$ cat src/rtl/uaf_pkg.sv
package uaf_pkg;
  typedef struct packed {
    logic all_mcast;  // bit 3
    logic bcast_rej;  // bit 2
    logic ia_en;      // bit 1
    logic promisc;    // bit 0
  } mode_t;
endpackage

$ cat src/rtl/uaf_cfg_store.sv
module uaf_cfg_store #(
  parameter int         NUM_ENTRIES   = 10,
  parameter int         ADDR_BYTES    = 6,
  parameter int         REGS_PER_PAGE = 8,
  parameter int         REG_OFS       = 8,
  parameter logic [7:0] BASE_PAGE     = 8'h50,
  parameter logic [7:0] MODE_PAGE     = 8'h42,
  parameter logic [3:0] MODE_REG      = 4'h9,
  localparam int TOTAL_BYTES = NUM_ENTRIES * ADDR_BYTES,
  localparam int NUM_PAGES   = (TOTAL_BYTES + REGS_PER_PAGE - 1) / REGS_PER_PAGE
) (
  input  logic                       clk_i,
  input  logic                       rst_ni,
  input  logic                       we_i,
  input  logic [7:0]                 page_i,
  input  logic [3:0]                 reg_i,
  input  logic [7:0]                 wdata_i,
  input  logic                       snap_i,
  output logic [TOTAL_BYTES*8-1:0]   act_flat_o,
  output uaf_pkg::mode_t             act_mode_o
);
  logic [7:0] live_q [TOTAL_BYTES];
  logic [7:0] act_q  [TOTAL_BYTES];
  logic [TOTAL_BYTES*8-1:0] live_flat;
  uaf_pkg::mode_t live_mode_q, act_mode_q;

  logic        in_win, tab_we, mode_we;
  logic [15:0] lin;

  always_comb begin
    in_win = (16'(page_i) >= 16'(BASE_PAGE)) &&
             (16'(page_i) <  16'(BASE_PAGE) + 16'(NUM_PAGES)) &&
             (16'(reg_i)  >= 16'(REG_OFS)) &&
             (16'(reg_i)  <  16'(REG_OFS) + 16'(REGS_PER_PAGE));
    lin    = (16'(page_i) - 16'(BASE_PAGE)) * 16'(REGS_PER_PAGE)
           + 16'(reg_i) - 16'(REG_OFS);
    tab_we  = we_i && in_win && (lin < 16'(TOTAL_BYTES));
    mode_we = we_i && (page_i == MODE_PAGE) && (reg_i == MODE_REG);
  end

  always_ff @(posedge clk_i or negedge rst_ni) begin
    if (!rst_ni) begin
      for (int i = 0; i < TOTAL_BYTES; i++) begin
        live_q[i] <= '0;
        act_q[i]  <= '0;
      end
      live_mode_q <= '0;
      act_mode_q  <= '0;
    end else begin
      for (int i = 0; i < TOTAL_BYTES; i++)
        if (tab_we && lin == 16'(i)) live_q[i] <= wdata_i;
      if (mode_we) live_mode_q <= wdata_i[3:0];
      if (snap_i) begin
        act_q      <= live_q;
        act_mode_q <= live_mode_q;
      end
    end
  end

  for (genvar i = 0; i < TOTAL_BYTES; i++) begin : g_flat
    assign live_flat[i*8 +: 8]  = live_q[i];
    assign act_flat_o[i*8 +: 8] = act_q[i];
  end
  assign act_mode_o = act_mode_q;

  assert_win_only_R2: assert property (@(posedge clk_i) disable iff (!rst_ni)
    !tab_we |=> $stable(live_flat));
  assert_snap_hold_R8: assert property (@(posedge clk_i) disable iff (!rst_ni)
    !snap_i |=> ($stable(act_flat_o) && $stable(act_mode_o)));
endmodule

$ cat src/rtl/uaf_entry_cmp.sv
module uaf_entry_cmp #(
  parameter int ADDR_BYTES = 6,
  localparam int IDX_W   = $clog2(ADDR_BYTES),
  localparam int ENTRY_W = ADDR_BYTES * 8
) (
  input  logic               clk_i,
  input  logic               rst_ni,
  input  logic               clear_i,
  input  logic               en_i,
  input  logic [IDX_W-1:0]   idx_i,
  input  logic [7:0]         byte_i,
  input  logic [ENTRY_W-1:0] entry_i,
  output logic               mm_next_o
);
  logic       mm_q;
  logic [7:0] ref_b;

  always_comb begin
    ref_b = '0;
    for (int k = 0; k < ADDR_BYTES; k++)
      if (idx_i == IDX_W'(k)) ref_b = entry_i[8*k +: 8];
  end

  assign mm_next_o = mm_q | (en_i && (byte_i != ref_b));

  always_ff @(posedge clk_i or negedge rst_ni) begin
    if (!rst_ni)      mm_q <= 1'b0;
    else if (clear_i) mm_q <= 1'b0;
    else if (en_i)    mm_q <= mm_next_o;
  end

  assert_clear_R8: assert property (@(posedge clk_i) disable iff (!rst_ni)
    clear_i |=> !mm_q);
endmodule

$ cat src/rtl/uaf_decide.sv
module uaf_decide #(
  parameter int NUM_ENTRIES = 10
) (
  input  logic                   clk_i,
  input  logic                   rst_ni,
  input  logic                   clear_i,
  input  logic                   en_i,
  input  logic                   first_i,
  input  logic                   last_i,
  input  logic [7:0]             byte_i,
  input  logic [NUM_ENTRIES-1:0] hit_i,
  input  uaf_pkg::mode_t         mode_i,
  input  logic                   hash_hit_i,
  output logic                   dec_valid_o,
  output logic                   accept_o,
  output logic                   match_o,
  output logic                   mcast_o,
  output logic                   bcast_o
);
  logic ones_q, grp_q;
  logic ones_n, match_n, acc_n;

  always_comb begin
    ones_n  = ones_q && (byte_i == 8'hFF);
    match_n = |hit_i;
    if (ones_n)     acc_n = !mode_i.bcast_rej;
    else if (grp_q) acc_n = match_n | mode_i.all_mcast | hash_hit_i;
    else            acc_n = match_n | mode_i.promisc;
  end

  always_ff @(posedge clk_i or negedge rst_ni) begin
    if (!rst_ni) begin
      ones_q <= 1'b1;
      grp_q  <= 1'b0;
      dec_valid_o <= 1'b0;
      accept_o <= 1'b0;
      match_o  <= 1'b0;
      mcast_o  <= 1'b0;
      bcast_o  <= 1'b0;
    end else begin
      dec_valid_o <= en_i && last_i;
      if (clear_i) begin
        ones_q <= 1'b1;
        grp_q  <= 1'b0;
      end else if (en_i) begin
        ones_q <= ones_n;
        if (first_i) grp_q <= byte_i[0];
      end
      if (en_i && last_i) begin
        accept_o <= acc_n;
        match_o  <= match_n;
        mcast_o  <= grp_q;
        bcast_o  <= ones_n;
      end
    end
  end

  assert_pulse_R7: assert property (@(posedge clk_i) disable iff (!rst_ni)
    dec_valid_o |=> !dec_valid_o);
  assert_bcast_class_R6: assert property (@(posedge clk_i) disable iff (!rst_ni)
    (dec_valid_o && bcast_o) |-> mcast_o);
  assert_bcast_rej_R6: assert property (@(posedge clk_i) disable iff (!rst_ni)
    (dec_valid_o && bcast_o && mode_i.bcast_rej) |-> !accept_o);
  assert_promisc_R4: assert property (@(posedge clk_i) disable iff (!rst_ni)
    (dec_valid_o && !mcast_o && mode_i.promisc) |-> accept_o);
endmodule

$ cat src/rtl/uaf_top.sv
module uaf_top #(
  parameter int NUM_ENTRIES = 10,
  parameter int ADDR_BYTES  = 6,
  localparam int IDX_W      = $clog2(ADDR_BYTES),
  localparam int ENTRY_W    = ADDR_BYTES * 8,
  localparam int TOTAL_BYTES = NUM_ENTRIES * ADDR_BYTES
) (
  input  logic       clk_i,
  input  logic       rst_ni,
  input  logic       cfg_we_i,
  input  logic [7:0] cfg_page_i,
  input  logic [3:0] cfg_reg_i,
  input  logic [7:0] cfg_wdata_i,
  input  logic       da_start_i,
  input  logic       da_valid_i,
  input  logic [7:0] da_byte_i,
  input  logic       hash_hit_i,
  output logic       dec_valid_o,
  output logic       accept_o,
  output logic       match_o,
  output logic       mcast_o,
  output logic       bcast_o
);
  localparam logic [IDX_W-1:0] LAST_IDX = IDX_W'(ADDR_BYTES - 1);

  logic [TOTAL_BYTES*8-1:0] act_flat;
  uaf_pkg::mode_t           act_mode;
  logic                     in_frame_q, byte_en, is_first, is_last;
  logic [IDX_W-1:0]         idx_q;
  logic [NUM_ENTRIES-1:0]   mm_next, hit;

  assign byte_en  = da_valid_i && in_frame_q && !da_start_i;
  assign is_first = (idx_q == '0);
  assign is_last  = (idx_q == LAST_IDX);

  always_ff @(posedge clk_i or negedge rst_ni) begin
    if (!rst_ni) begin
      in_frame_q <= 1'b0;
      idx_q      <= '0;
    end else if (da_start_i) begin
      in_frame_q <= 1'b1;
      idx_q      <= '0;
    end else if (byte_en) begin
      idx_q <= idx_q + 1'b1;
      if (is_last) in_frame_q <= 1'b0;
    end
  end

  uaf_cfg_store #(.NUM_ENTRIES(NUM_ENTRIES), .ADDR_BYTES(ADDR_BYTES)) u_cfg (
    .clk_i, .rst_ni,
    .we_i(cfg_we_i), .page_i(cfg_page_i), .reg_i(cfg_reg_i), .wdata_i(cfg_wdata_i),
    .snap_i(da_start_i), .act_flat_o(act_flat), .act_mode_o(act_mode)
  );

  for (genvar n = 0; n < NUM_ENTRIES; n++) begin : g_ent
    uaf_entry_cmp #(.ADDR_BYTES(ADDR_BYTES)) u_cmp (
      .clk_i, .rst_ni,
      .clear_i(da_start_i), .en_i(byte_en), .idx_i(idx_q), .byte_i(da_byte_i),
      .entry_i(act_flat[n*ENTRY_W +: ENTRY_W]), .mm_next_o(mm_next[n])
    );
    if (n == 0) begin : g_always
      assign hit[n] = ~mm_next[n];
    end else begin : g_gated
      assign hit[n] = ~mm_next[n] & act_mode.ia_en;
    end
  end

  uaf_decide #(.NUM_ENTRIES(NUM_ENTRIES)) u_dec (
    .clk_i, .rst_ni,
    .clear_i(da_start_i), .en_i(byte_en), .first_i(is_first), .last_i(is_last),
    .byte_i(da_byte_i), .hit_i(hit), .mode_i(act_mode), .hash_hit_i,
    .dec_valid_o, .accept_o, .match_o, .mcast_o, .bcast_o
  );

  assert_frame_done_R7: assert property (@(posedge clk_i) disable iff (!rst_ni)
    dec_valid_o |-> !in_frame_q);
  assert_no_gated_hit_R3: assert property (@(posedge clk_i) disable iff (!rst_ni)
    (byte_en && is_last && !act_mode.ia_en) |-> (hit[NUM_ENTRIES-1:1] == '0));
endmodule

$ cat config.mk
export PLATFORM = sky130hd
export DESIGN_NAME = uaf_top
export DESIGN_NICKNAME = d
export VERILOG_FILES = /design/src/rtl/uaf_pkg.sv /design/src/rtl/uaf_cfg_store.sv /design/src/rtl/uaf_entry_cmp.sv /design/src/rtl/uaf_decide.sv /design/src/rtl/uaf_top.sv
export SDC_FILE = /design/constraint.sdc
export NUM_CORES = 1
export LEC_CHECK = 0
export BUFFER_PORTS_ARGS = -buffer_cell sky130_fd_sc_hd__buf_2
export CAP_MARGIN = 10
export CORE_ASPECT_RATIO = 1.1
export CORE_MARGIN = 2
export CORE_UTILIZATION = 60
export CTS_CLUSTER_DIAMETER = 30
export DETAILED_ROUTE_END_ITERATION = 7
export PLACE_DENSITY = 0.76
export SLEW_MARGIN = 10
export SYNTH_ARGS = -nofsm -noshare
export SYNTH_HDL_FRONTEND = slang
export SYNTH_HIERARCHICAL = 1
export SYNTH_SLANG_ARGS = --single-unit
export TNS_END_PERCENT = 50
$ cat constraint.sdc
create_clock -name clk_i -period 5.69 [get_ports clk_i]
set_input_delay 0 -clock clk_i [delete_from_list [all_inputs] [get_ports clk_i]]
set_output_delay 0 -clock clk_i [all_outputs]
set_load 0.02 [all_outputs]
==> reports/results.ini <==
[clock_network]
clkSinkCount = 989
post-cts-setup-buffer-count = 0
clk_path_buf_depth = 3
clock_latency_ps = 760
cts_inserted_buffers = 173
clockRootBuffer = sky130_fd_sc_hd__clkbuf_16
cts_tree = built
h-tree-depth = 4
clkSlewWorstSetupHoldPaths_ps = 50

[route]
via_count = 27400
first_iter_violations = 2079
drtPass1Iterations = 5
post_drt_wl_per_cell_um = 25.0
post_detailed_routing_wire_length_mm = 112
viasPerCell = 6.13
route.antenna.remaining_nets = 0
drc_markers = 0

[status]
outcome = complete, no violations

[timing]
max_slew_margin = 0.193
worst_tran_pin_value_ps = 1210
clock_skew_ps = 27.9
maxSlewViolCount = 0
min_period_ps = 4420
final-hold-violation-count = 0
highest_achievable_clock_rate_mhz = 226
fin_setup_tns_ps = 0
fin_ws_ps = 1270
timing.hold.ws_ps = 51.8
final.period_utilization = 0.776
rsz0062_at_grt = false
setup-violations-final = 0

[power]
ir_drop_mv = 0.291
cellPowerDensity_nw_per_um2 = 348
post-layout-total-power_mw = 19.3
cellLeakagePower_nw = 27.2

[global_routing]
first_global_vias = 30000
grt_start_max_net_pins = 189
grt_pass1_wl_mm = 178
total_grt_overflow = 0
grt_antenna_before_repair = 2
grtUsageTotal = 0.279

[floorplan]
num_io_pins = 39
die_width_um = 274
core.rowCount = 108
start_util = 0.607
design.die.area_um2 = 82300
die_height_um = 301
design.core.area_um2 = 79100

[critical_path]
r2r_end = u_dec/accept_o$_DFFE_PN0P_
worstPathRequired_ps = 6330
combined_buffer_and_inverter_count_along_the_critical_path = 1
critical_path.reg2reg.startpoint = idx_q[1]$_DFFE_PN0P_
cp-end-kind = flop
crit_arrival_ps = 5060
timing.setup.critical_path_class = flop to flop
path_delay_family = simple AND/OR/NAND/NOR gates
critPathMaxFanout = 60
max_stage_delay_ps = 1140
reg2reg_slack_ps = 1270
worstRegToRegCells = 11
worstSetupStartpointType = flop
critical_path.slowest_cell = sky130_fd_sc_hd__dfrtp_4
path_cells = buf_4 -> mux4_2 -> nor2_1 -> mux2_2 -> nor4_1 -> a21oi_1 -> nor2b_1 -> or4_1 -> nor4_4 -> o211ai_1 -> a22o_1

[yosys]
synth-warning-count = 6
synth_top_area_frac = 0.515
syn_avg_cell_area_um2 = 15.0
synth-seq-cells = 989
synth.lib_cells_used.distinct = 67
seq_area_frac_synth = 0.516
synth_top_cell_by_area = sky130_fd_sc_hd__dfrtp_1
mappedNetlistNets = 3257
synth_edf_count = 0
synth_async_sr_flop_share = 1.00
syn_area_um2 = 48000
synthesis.instances = 3206
yosys_most_used_dff = sky130_fd_sc_hd__dfrtp_1
synth.area.top_cells = sky130_fd_sc_hd__dfrtp_1 51%, sky130_fd_sc_hd__mux2_4 15%, sky130_fd_sc_hd__mux2_2 12%, sky130_fd_sc_hd__mux2i_1 2.7%, sky130_fd_sc_hd__nand4_4 2.7%

[min_path]
holdPathStages = 5
hold_class = input pin to flop
hold_path.startpoint = cfg_reg_i[0]
hold_end = u_cfg/live_flat[411]$_DFFE_PN0P_

[place]
hpwlAfterDp_mm = 63.2
placement.io_buffers = 38
post-place-cells = 4140
gp_congestion = 0.861
detailedPlace.worstSlack_ps = 1380
placement.cell_area_um2 = 49000

[layout]
final_core_utilization = 0.700
fillers = 4997
layout.nets = 3330
drive_gt1_frac = 0.474
diodes = 0
syn_to_final_growth_pct = 15.3
final_area_um2 = 55400
layoutNonFillerInstCount = 4468
final_cell_mix = 985 x sky130_fd_sc_hd__dfrtp_1, 519 x sky130_fd_sc_hd__mux2_2, 481 x sky130_fd_sc_hd__mux2_4
mostFrequentLayoutCell = sky130_fd_sc_hd__dfrtp_1

[flow_run]
timing.max_cap.violations = 0

==> worst reg2reg max path, cell delays in order (launching register included) <==
cell                       delay, ps
sky130_fd_sc_hd__dfrtp_4        1140
sky130_fd_sc_hd__buf_4           490
sky130_fd_sc_hd__mux4_2          570
sky130_fd_sc_hd__nor2_1          160
sky130_fd_sc_hd__mux2_2          180
sky130_fd_sc_hd__nor4_1           60
sky130_fd_sc_hd__a21oi_1         340
sky130_fd_sc_hd__nor2b_1          80
sky130_fd_sc_hd__or4_1           650
sky130_fd_sc_hd__nor4_4          260
sky130_fd_sc_hd__o211ai_1        190
sky130_fd_sc_hd__a22o_1          210
==> flip-flops by register name, summed over array words and instances (netlist names), 3 cells and up <==
register and count:
u_cfg/act_mode_o 4, u_cfg/live_flat 480, u_cfg/act_flat_o 480, g_ent.u_cmp/mm_q 10
idx_q 3, u_cfg/live_mode_q 4
==> cells by family (layout without fill, tap and decap cells) <==
logic type,Yosys count,count (layout),synth area share
AND/OR/NAND/NOR,424,424,0.0703
AO/OA/AOI/OAI,281,281,0.0493
adder cells (fa/ha/maj),17,17,0.00459
XOR/XNOR,108,108,0.0199
buffers and inverters,227,444,0.0271
flip-flops,989,989,0.516
multiplexers,1160,1160,0.313
==> synth_stat cells, drive strengths merged, types with 5 or more instances <==
cell type / n
a211oi: 22
a21oi: 156
and2b: 11
and3: 10
buf: 75
clkbuf: 123
dfrtp: 988
ha: 16
inv: 29
mux2: 1000
mux2i: 130
mux4: 30
nand2: 59
nand2b: 25
nand3: 13
nand3b: 12
nand4: 67
nor2: 89
nor2b: 38
nor3: 32
nor4: 30
o21a: 10
o21ai: 27
o22ai: 41
o31ai: 10
or2: 10
or2b: 10
xnor2: 103
xor2: 5
==> power breakdown <==
| part | internal (mW) | switching (mW) |
|---|---|---|
| Clock | 7.29 | 3.69 |
| Combinational | 0.329 | 0.891 |
| Sequential | 7.06 | 0.0340 |
==> metal layers <==
layer / track usage / up-vias / share of wire
met4: 0.0988 / 4 / 0.031
met5: 0 / - / 0.00017
met2: 0.446 / 762 / 0.48
li1: - / 11800 / -
met1: 0.383 / 14600 / 0.44
met3: 0.0563 / 257 / 0.050
==> worst max path at each step <==
| stage | startpoint | end | cells after the start |
|---|---|---|---|
| floorplan | idx_q[1]$_DFFE_PN0P_ | u_dec/accept_o$_DFFE_PN0P_ | 11 |
| global placement | idx_q[1]$_DFFE_PN0P_ | u_dec/accept_o$_DFFE_PN0P_ | 11 |
| detailed placement | idx_q[1]$_DFFE_PN0P_ | u_dec/accept_o$_DFFE_PN0P_ | 11 |
| CTS | idx_q[1]$_DFFE_PN0P_ | u_dec/accept_o$_DFFE_PN0P_ | 11 |
| global route | idx_q[1]$_DFFE_PN0P_ | u_dec/accept_o$_DFFE_PN0P_ | 12 |
| finish | idx_q[1]$_DFFE_PN0P_ | u_dec/accept_o$_DFFE_PN0P_ | 11 |
==> area by class of cell <==
type	instances	area (um^2)	area share
Clock buffer	212	4790	0.0865
Tap cell	1045	1310	0.0236
Sequential cell	989	24800	0.447
Inverter	29	109	0.00197
Clock inverter	107	1500	0.0271
Multi-Input combinational cell	1990	22000	0.398
Timing Repair Buffer	96	886	0.0160
==> timing repair <==
item / CTS / global route
resized for setup: 0 / 0
hold buffers: 9 / 0
hold endpoints to repair: 178 / 0
Note: power is estimated with default switching activity, not from simulation.
